File: src/rtl/cold_rst_pkg.sv
package cold_rst_pkg;

  localparam int RATIO_W = 5;

  typedef enum logic [2:0] {
    ST_LATCH,
    ST_WAIT_PG,
    ST_DELAY,
    ST_HOLD,
    ST_RUN,
    ST_ERR
  } seq_state_e;

  // legal denominators N of bus:core = 2/N
  function automatic logic ratio_legal(input logic [RATIO_W-1:0] code);
    case (code)
      5'd9, 5'd10, 5'd13, 5'd14, 5'd15, 5'd16: return 1'b1;
      default:                                 return 1'b0;
    endcase
  endfunction

endpackage

File: src/rtl/cold_rst_ratio_chk.sv
module cold_rst_ratio_chk
  import cold_rst_pkg::*;
(
  input  logic [RATIO_W-1:0] code_i,
  output logic               legal_o
);

  always_comb legal_o = ratio_legal(code_i);

endmodule

File: src/rtl/cold_rst_timer.sv
module cold_rst_timer #(
  parameter int CNT_W = 8
) (
  input  logic             clk_i,
  input  logic             rst_ni,
  input  logic             clr_i,
  output logic [CNT_W-1:0] cnt_o
);

  always_ff @(posedge clk_i or negedge rst_ni) begin
    if (!rst_ni)    cnt_o <= '0;
    else if (clr_i) cnt_o <= '0;
    else            cnt_o <= cnt_o + 1'b1;
  end

endmodule

File: src/rtl/cold_rst_strap_reg.sv
module cold_rst_strap_reg #(
  parameter int W = 8
) (
  input  logic         clk_i,
  input  logic         rst_ni,
  input  logic         load_i,
  input  logic [W-1:0] d_i,
  input  logic         oe_i,
  output logic [W-1:0] pin_o
);

  logic [W-1:0] q;

  always_ff @(posedge clk_i or negedge rst_ni) begin
    if (!rst_ni)     q <= '0;
    else if (load_i) q <= d_i;
  end

  assign pin_o = oe_i ? q : '0;


  hold_while_driven_chk: assert property (@(posedge clk_i) disable iff (!rst_ni)
    (oe_i && $past(oe_i)) |-> $stable(pin_o));

endmodule

File: src/rtl/cold_rst_fsm.sv
module cold_rst_fsm
  import cold_rst_pkg::*;
#(
  parameter int CNT_W     = 8,
  parameter int DLY_EFF   = 100,
  parameter int CFG_SETUP = 4,
  parameter int HOLD_CYC  = 2
) (
  input  logic             clk_i,
  input  logic             rst_ni,
  input  logic             pg_i,
  input  logic             legal_i,
  input  logic [CNT_W-1:0] cnt_i,
  output logic             latch_o,
  output logic             clr_o,
  output logic             ratio_oe_o,
  output logic             cfg_oe_o,
  output logic             release_o,
  output logic             err_o
);

  localparam logic [CNT_W-1:0] DLY_LAST  = CNT_W'(DLY_EFF - 1);
  localparam logic [CNT_W-1:0] HOLD_LAST = CNT_W'(HOLD_CYC - 1);
  localparam logic [CNT_W-1:0] CFG_ON    = CNT_W'(DLY_EFF - CFG_SETUP);

  seq_state_e state, nxt;
  logic       pg_q;

  always_ff @(posedge clk_i or negedge rst_ni) begin
    if (!rst_ni) begin
      state <= ST_LATCH;
      pg_q  <= 1'b0;
    end else begin
      state <= nxt;
      pg_q  <= pg_i;
    end
  end

  always_comb begin
    nxt = state;
    unique case (state)
      ST_LATCH:   nxt = legal_i ? ST_WAIT_PG : ST_ERR;
      ST_WAIT_PG: if (pg_i) nxt = ST_DELAY;
      ST_DELAY: begin
        if (!pg_i)                 nxt = ST_LATCH;
        else if (cnt_i == DLY_LAST) nxt = ST_HOLD;
      end
      ST_HOLD: begin
        if (!pg_i)                  nxt = ST_LATCH;
        else if (cnt_i == HOLD_LAST) nxt = ST_RUN;
      end
      ST_RUN:  if (!pg_i) nxt = ST_LATCH;
      // error only clears on a fresh power-good drop
      ST_ERR:  if (pg_q && !pg_i) nxt = ST_LATCH;
      default: nxt = ST_LATCH;
    endcase
  end

  always_comb begin
    latch_o    = (state == ST_LATCH);
    clr_o      = (nxt != state);
    ratio_oe_o = (state == ST_WAIT_PG) || (state == ST_DELAY) || (state == ST_HOLD);
    cfg_oe_o   = ((state == ST_DELAY) && (cnt_i >= CFG_ON)) || (state == ST_HOLD);
    release_o  = (state == ST_HOLD) || (state == ST_RUN);
    err_o      = (state == ST_ERR);
  end


  pg_loss_restart_chk: assert property (@(posedge clk_i) disable iff (!rst_ni)
    (!pg_i && (state == ST_HOLD || state == ST_RUN)) |=> (state == ST_LATCH));


  err_sticky_chk: assert property (@(posedge clk_i) disable iff (!rst_ni)
    (err_o && !(pg_q && !pg_i)) |=> err_o);

endmodule

File: src/rtl/cold_reset_seq.sv
module cold_reset_seq
  import cold_rst_pkg::*;
#(
  parameter int CFG_W     = 16,
  parameter int BCLK_KHZ  = 200000,
  parameter int DLY_US    = 1000,
  parameter int CFG_SETUP = 4,
  parameter int HOLD_CYC  = 2
) (
  input  logic               clk_i,
  input  logic               rst_ni,
  input  logic               pwr_good_i,
  input  logic [RATIO_W-1:0] ratio_code_i,
  input  logic [CFG_W-1:0]   cfg_i,
  output logic               cpu_rst_no,
  output logic [RATIO_W-1:0] ratio_o,
  output logic               ratio_oe_o,
  output logic [CFG_W-1:0]   cfg_o,
  output logic               cfg_oe_o,
  output logic               ratio_err_o
);

  localparam int DLY_CYC = (BCLK_KHZ * DLY_US + 999) / 1000;
  localparam int DLY_MIN = (CFG_SETUP > HOLD_CYC) ? CFG_SETUP : HOLD_CYC;
  localparam int DLY_EFF = (DLY_CYC > DLY_MIN) ? DLY_CYC : DLY_MIN;
  localparam int CNT_W   = $clog2(DLY_EFF + 1);
  localparam int RUN_W   = CNT_W + 1;

  logic             legal;
  logic [CNT_W-1:0] cnt;
  logic             latch, clr, release_w;

  cold_rst_ratio_chk u_chk (
    .code_i  (ratio_code_i),
    .legal_o (legal)
  );

  cold_rst_timer #(.CNT_W(CNT_W)) u_timer (
    .clk_i  (clk_i),
    .rst_ni (rst_ni),
    .clr_i  (clr),
    .cnt_o  (cnt)
  );

  cold_rst_fsm #(
    .CNT_W     (CNT_W),
    .DLY_EFF   (DLY_EFF),
    .CFG_SETUP (CFG_SETUP),
    .HOLD_CYC  (HOLD_CYC)
  ) u_fsm (
    .clk_i      (clk_i),
    .rst_ni     (rst_ni),
    .pg_i       (pwr_good_i),
    .legal_i    (legal),
    .cnt_i      (cnt),
    .latch_o    (latch),
    .clr_o      (clr),
    .ratio_oe_o (ratio_oe_o),
    .cfg_oe_o   (cfg_oe_o),
    .release_o  (release_w),
    .err_o      (ratio_err_o)
  );

  cold_rst_strap_reg #(.W(RATIO_W)) u_ratio (
    .clk_i  (clk_i),
    .rst_ni (rst_ni),
    .load_i (latch),
    .d_i    (ratio_code_i),
    .oe_i   (ratio_oe_o),
    .pin_o  (ratio_o)
  );

  cold_rst_strap_reg #(.W(CFG_W)) u_cfg (
    .clk_i  (clk_i),
    .rst_ni (rst_ni),
    .load_i (latch),
    .d_i    (cfg_i),
    .oe_i   (cfg_oe_o),
    .pin_o  (cfg_o)
  );

  // power-good loss overrides the registered release at once
  assign cpu_rst_no = release_w & pwr_good_i;

  // run-length counters used only by the checks below
  logic [RUN_W-1:0] pg_run, cfg_run;
  always_ff @(posedge clk_i or negedge rst_ni) begin
    if (!rst_ni) begin
      pg_run  <= '0;
      cfg_run <= '0;
    end else begin
      pg_run  <= !pwr_good_i ? '0 : (pg_run == '1 ? pg_run : pg_run + 1'b1);
      cfg_run <= !cfg_oe_o   ? '0 : (cfg_run == '1 ? cfg_run : cfg_run + 1'b1);
    end
  end


  legal_on_pins_chk: assert property (@(posedge clk_i) disable iff (!rst_ni)
    ratio_oe_o |-> ratio_legal(ratio_o));


  err_quiet_pins_chk: assert property (@(posedge clk_i) disable iff (!rst_ni)
    ratio_err_o |-> (ratio_o == '0 && !cpu_rst_no));


  min_delay_chk: assert property (@(posedge clk_i) disable iff (!rst_ni)
    $rose(cpu_rst_no) |-> (pg_run >= RUN_W'(DLY_EFF)));


  cfg_setup_chk: assert property (@(posedge clk_i) disable iff (!rst_ni)
    $rose(cpu_rst_no) |-> (cfg_run >= RUN_W'(CFG_SETUP)));


  strap_hold_chk: assert property (@(posedge clk_i) disable iff (!rst_ni)
    ($fell(ratio_oe_o) && cpu_rst_no) |-> ($past(cpu_rst_no, 2) && !$past(cpu_rst_no, 3)));


  pg_low_reset_chk: assert property (@(posedge clk_i) disable iff (!rst_ni)
    !pwr_good_i |-> !cpu_rst_no);

endmodule

File: config.mk
export PLATFORM = sky130hd
export DESIGN_NAME = cold_reset_seq
export DESIGN_NICKNAME = d
export VERILOG_FILES = /design/src/rtl/cold_rst_pkg.sv /design/src/rtl/cold_rst_ratio_chk.sv /design/src/rtl/cold_rst_timer.sv /design/src/rtl/cold_rst_strap_reg.sv /design/src/rtl/cold_rst_fsm.sv /design/src/rtl/cold_reset_seq.sv
export SDC_FILE = /design/constraint.sdc
export NUM_CORES = 1
export LEC_CHECK = 0
export ABC_AREA = 1
export BUFFER_PORTS_ARGS = -buffer_cell sky130_fd_sc_hd__buf_2
export CAP_MARGIN = 20
export CORE_MARGIN = 4
export CORE_UTILIZATION = 57
export CTS_BUF_LIST = sky130_fd_sc_hd__clkbuf_4
export DETAILED_ROUTE_END_ITERATION = 8
export HOLD_SLACK_MARGIN = 0.12
export PLACE_DENSITY = 0.82
export SLEW_MARGIN = 20
export SYNTH_ARGS = -nofsm -noshare
export SYNTH_HDL_FRONTEND = slang
export SYNTH_SLANG_ARGS = --single-unit
File: constraint.sdc
create_clock -name clk_i -period 1.8 [get_ports clk_i]
set_input_delay 0.18 -clock clk_i [delete_from_list [all_inputs] [get_ports clk_i]]
set_output_delay 0.18 -clock clk_i [all_outputs]
set_load 0.01 [all_outputs]
; Yosys cells after proc, flatten, opt, wreduce, memory -nomap -nowiden
; Index checks and enable logic that the tools add are counted.
; Widths: inputs -> output; s select.
[classes]
add_sub_neg = 1
n_lt_le_gt_ge = 1
eq_ne = 14
muxes = 13
bitwise_logic = 1
n_reduce_logical = 9
[op_table]
columns = op, count
row1 = $eq 5x4->1 const B, 5
row2 = $mux 3, 8
row3 = $add 18x1->18 const B, 1
row4 = $eq 18x1->1 const B, 1
row5 = $eq 18x18->1 const B, 1
row6 = $ge 18x18->1 const B, 1
row7 = $mux 18, 1
row8 = $pmux 3 s6, 1
row9 = $mux 16, 1
row10 = $eq 3x2->1 const B, 2
row11 = $eq 3x3->1 const B, 2
row12 = $reduce_or 6->1, 1
row13 = $eq 5x5->1 const B, 1
row14 = $mux 5, 1
row15 = $logic_or 1x1->1, 4
row16 = $eq 3x1->1 const B, 1
row17 = $logic_not 3->1, 1
row18 = $ne 3x3->1, 1
row19 = $logic_and 1x1->1, 2
row20 = $and 1x1->1, 1
row21 = $logic_not 1->1, 1
row22 = $mux 1, 1
[word_totals]
ff_bits = 43
in_bits = 24
out_inout_bits = 25
elab_cells = 44

; Logic depth before layout (Yosys ltp)
[logic_depth]
depth_word = 7
depth_mapped = 12

; Modules after synthesis
; From an unflattened synthesis, not the netlist that was laid out.
[hier_totals]
hier_cells = 369
hier_area_um2 = 2601.2
[modules_own_cells]
columns = mod, instances, cells_per_inst, area_per_inst_um2
row1 = cold_rst_timer, 1, 135, 989.7
row2 = cold_rst_strap_reg at u_cfg, 1, 102, 820.8
row3 = cold_rst_fsm, 1, 85, 506.7
row4 = cold_rst_strap_reg at u_ratio, 1, 31, 222.7
row5 = cold_rst_ratio_chk, 1, 14, 53.8
row6 = cold_reset_seq, 1, 2, 7.5

; Worst setup path before layout
; Ideal clock, no wire load.
[synth_path]
kind = register -> register
startpoint = register u_timer.cnt_o[0]
endpoint = register u_timer.cnt_o[16]
setup_time_ns = 0.124
t_arrival_ns = 1.528
path_slack_ns = 0.148
stages_incl_launch_ff = 9
n_path_buf = 0
period_less_slack_ns = 1.652
path_cell_list = dfrtp_1 ha_1 nand3_1 nor2_2 nand3b_1 nor2_1 nand3_1 xor2_1 nor2_4
[synth_between]
elab_chain_cells = 6
[synth_lines]
columns = element, line
row1 = "start, declared", cold_rst_timer.sv:7  ; output logic [CNT_W-1:0] cnt_o
row2 = "start signal, assigned", cold_rst_timer.sv:13  ; else cnt_o <= cnt_o + 1'b1;
row3 = $eq 18x1->1 / $eq 18x18->1 (equally long branches), "cold_rst_fsm.sv:50, cold_rst_fsm.sv:46"
row4 = $mux 3 (on tied branches), "cold_rst_fsm.sv:50, cold_rst_fsm.sv:46"
row5 = $mux 3 (on tied branches), "cold_rst_fsm.sv:49, cold_rst_fsm.sv:45"
row6 = $pmux 3 s6, cold_rst_fsm.sv:41  ; unique case (state)
row7 = $ne 3x3->1, cold_rst_fsm.sv:61  ; clr_o = (nxt != state);
row8 = $mux 18 (*), cold_rst_timer.sv:12  ; else if (clr_i) cnt_o <= '0;
; Mark *: on every way between the ends. The rest lies on a longest branch, timed or not.
; A chain may end at the register's enable or synchronous reset.

; Worst setup path in the final report
[layout_path]
startpoint = register u_timer.cnt_o[6]
endpoint = output cfg_o[11]
[layout_between]
elab_chain_cells = 4
[layout_lines]
columns = element, line
row1 = $ge 18x18->1, cold_rst_fsm.sv:63  ; cfg_oe_o = ((state == ST_DELAY) && (cnt_i >= CFG_ON)) || (state == ST_HOLD);
row2 = $logic_and 1x1->1, cold_rst_fsm.sv:63
row3 = $logic_or 1x1->1, cold_rst_fsm.sv:63
row4 = $mux 16, cold_rst_strap_reg.sv:19  ; assign pin_o = oe_i ? q : '0;
row5 = "end, declared", cold_reset_seq.sv:18  ; output logic [CFG_W-1:0] cfg_o,
; Every way passes these cells.

==> results.yml <==
clock_tree:
  cts_tree: "yes"
  clockRootBuffer: "clkbuf_4"
  clock-sinks: 43
  cts_buffer_depth: 2
  htreeDepth: 2
  clkTransAtPathRegs_ps: 140
  numCtsBuffers: 5
  clk_latency_ps: 390
sta:
  clock.fmax_mhz: 482
  worst_pin_slew_ps: 441
  min_period_ps: 2070
  max_slew_margin: 0.704
  clock_skew_ps: 17.7
  grt_setup_unrepaired: "true"
  finalMaxSlewViolations: 0
  period_share: 1.15
  setup_viol: 35
  finalHoldViolCount: 0
  layout_setup_ws_ps: -274
synthesis:
  yosys_warnings: 0
  synthArstFlopShare: 1.00
  yosysTopAreaCellShare: 0.442
  netlist_top_cells_count: "56 x nor2_1, 54 x nand2_1, 46 x inv_1"
  synthesis.nets: 331
  synth_cell_types: 30
  yosysSeqAreaShare: 0.442
  yosysMostFrequentCell: "nor2_1"
  yosysTopAreaCell: "dfrtp_1"
  ys_seq_elements: 43
  synth-edff-count: 0
  syn_inst: 304
  synth.avg_cell_area_um2: 8.00
  synthTopCellsByArea: "dfrtp_1 44%, nor2_1 8.6%, nand2_1 8.3%"
  syn-cell-area_um2: 2430
  synth_flop_cell: "dfrtp_1"
setup_path:
  path_class: "reg -> out"
  critPathLaunchType: "flip-flop"
  worstPathMaxFanout: 8
  end_kind: "output pin"
  critPathArrivalTime_ps: 1890
  required_ps: 1620
detailed_routing:
  antenna_left: 0
  vias: 2509
  drc: 0
  wire_per_inst_um: 15.4
  first_iter_violations: 338
  firstDrtPassIters: 6
  totalWireLength_um: 7020
  viasPerCell: 5.50
pwr:
  p_leak_uw: 0.00161
  ir_worst_vdd_uv: 697
  totalPowerFinal_uw: 3890
  power_density_nw_per_um2: 1170
placed_design:
  place_area_um2: 2790
  dp.cells: 405
  portBuffers: 48
  hpwl_um: 3750
  place.gp.congestion: 0.864
global_routing:
  antenna_found_initial: 0
  grt_util_all_layers: 0.272
  grt_pass1_vias: 2319
  grt_pass1_wl_um: 11100
  gr-total-overflow: 0
  grt_max_degree: 43
floorplan:
  dieWidth_um: 73.3
  initial_core_util: 0.599
  die_y_um: 73.3
  placementRows: 23
  pin_count: 49
  core_area_um2: 4060
  dieArea_um2: 5380
cells_and_area:
  syn2layout_area_growth_pct: 36.1
  drive_above_1_share: 0.347
  final_area_um2: 3310
  fin_nets: 432
  diodes: 0
  post_layout_nonfiller_instances: 456
status:
  violations: "setup timing"
  status: "complete, but fails checks"
min_path:
  min_path_type: "in -> async"
job:
  maxCapViolCount: 0
[routing by layer]
metal | share of wire | GRT usage
met1 | 0.39 | 0.351
met2 | 0.50 | 0.443
met3 | 0.073 | 0.0465
met4 | 0.039 | 0.131
met5 | 0 | 0
[where the power goes]
part           switching, µW  internal, µW  total, µW  leakage, µW
logic                   1210           662       1880      0.00101
clock network            347           292        639    0.0000452
registers                124          1250       1370     0.000552
total                   1690          2200       3890      0.00161
[flip-flops by register name (all words and copies together) (netlist names)]
name and count:
u_ratio.q 5, u_fsm.pg_q 1, u_cfg.q 16, u_fsm.state 3
u_timer.cnt_o 18
[cells in the final DEF (no fill, tap or decap), types with 7 or more instances in the layout]
master         count
dfrtp_1           39
inv_1             42
dlygate4sd3_1     23
inv_2              7
nand3_1            8
nor2_1            47
nor2_2            13
nor2_4            11
xor2_1            12
nand2_1           50
o21ai_0           22
buf_2             48
buf_4             26
[area by class of cell]
cell class                      count  area, µm²
Tap cell                           50       62.6
Multi-Input combinational cell    205       1180
Inverter                           50        195
Clock inverter                      3       43.8
Sequential cell                    43       1080
Fill cell                         231        747
Timing Repair Buffer               99        706
Clock buffer                        5       37.5
Timing Repair inverter              1       7.51
[per-stage QoR]
stage / hold WS, ps / utilization / worst slack [ps] / TNS [ps]
final: 256 / 0.816 / -274 / -7150
after global routing: 286 / 0.816 / -393 / -10400
after CTS: 276 / 0.801 / -147 / -3040
after detailed placement: 153 / 0.689 / 70.2 / 0
after global placement: 152 / 0.689 / 108 / 0
after floorplan: -116 / - / 148 / 0
[worst max-delay path: stages (launching register included)]
cell and delay, ps:
dfrtp_1 420, nor2_2 160, nand2_1 100, o21ai_1 150
nand2_1 80, nand2_2 80, nand2_4 70, buf_4 160
inv_8 80, nor2_1 60, buf_2 140
[path summary, 6_finish.rpt]
kind	start	end	slack, ps	cells past startpoint
setup / recovery	u_timer.cnt_o[6]$_DFF_PN0_	cfg_o[11]	-270	10
hold / removal	rst_ni	u_timer.cnt_o[2]$_DFF_PN0_	260	2
setup reg to reg	u_timer.cnt_o[6]$_DFF_PN0_	u_timer.cnt_o[5]$_DFF_PN0_	-240	13
hold reg to reg	u_timer.cnt_o[0]$_DFF_PN0_	u_timer.cnt_o[0]$_DFF_PN0_	510	1
max in group asynchronous	rst_ni	u_cfg.q[1]$_DFFE_PN0P_	950	3
min in group clk_i	u_timer.cnt_o[0]$_DFF_PN0_	u_timer.cnt_o[0]$_DFF_PN0_	510	1
[kinds of logic after synthesis]
group / after synthesis / synth area share
AND/OR/NAND/NOR: 157 / 0.324
XOR/XNOR: 15 / 0.0540
adder cells (fa/ha/maj): 3 / 0.0154
AO/OA/AOI/OAI: 30 / 0.0710
buffers and inverters: 56 / 0.0936
flip-flops: 43 / 0.442
[repair_timing]
action                                  in CTS  in global routing
gates resized for setup                     15                 12
gates cloned                                 1                  0
endpoints found under the setup margin      16                 40
hold buffers                                23                  0
buffers inserted                            15                  4
pin swaps                                    5                  9
endpoints found under the hold margin       39                  0
Power figures use the tool's default switching activity.
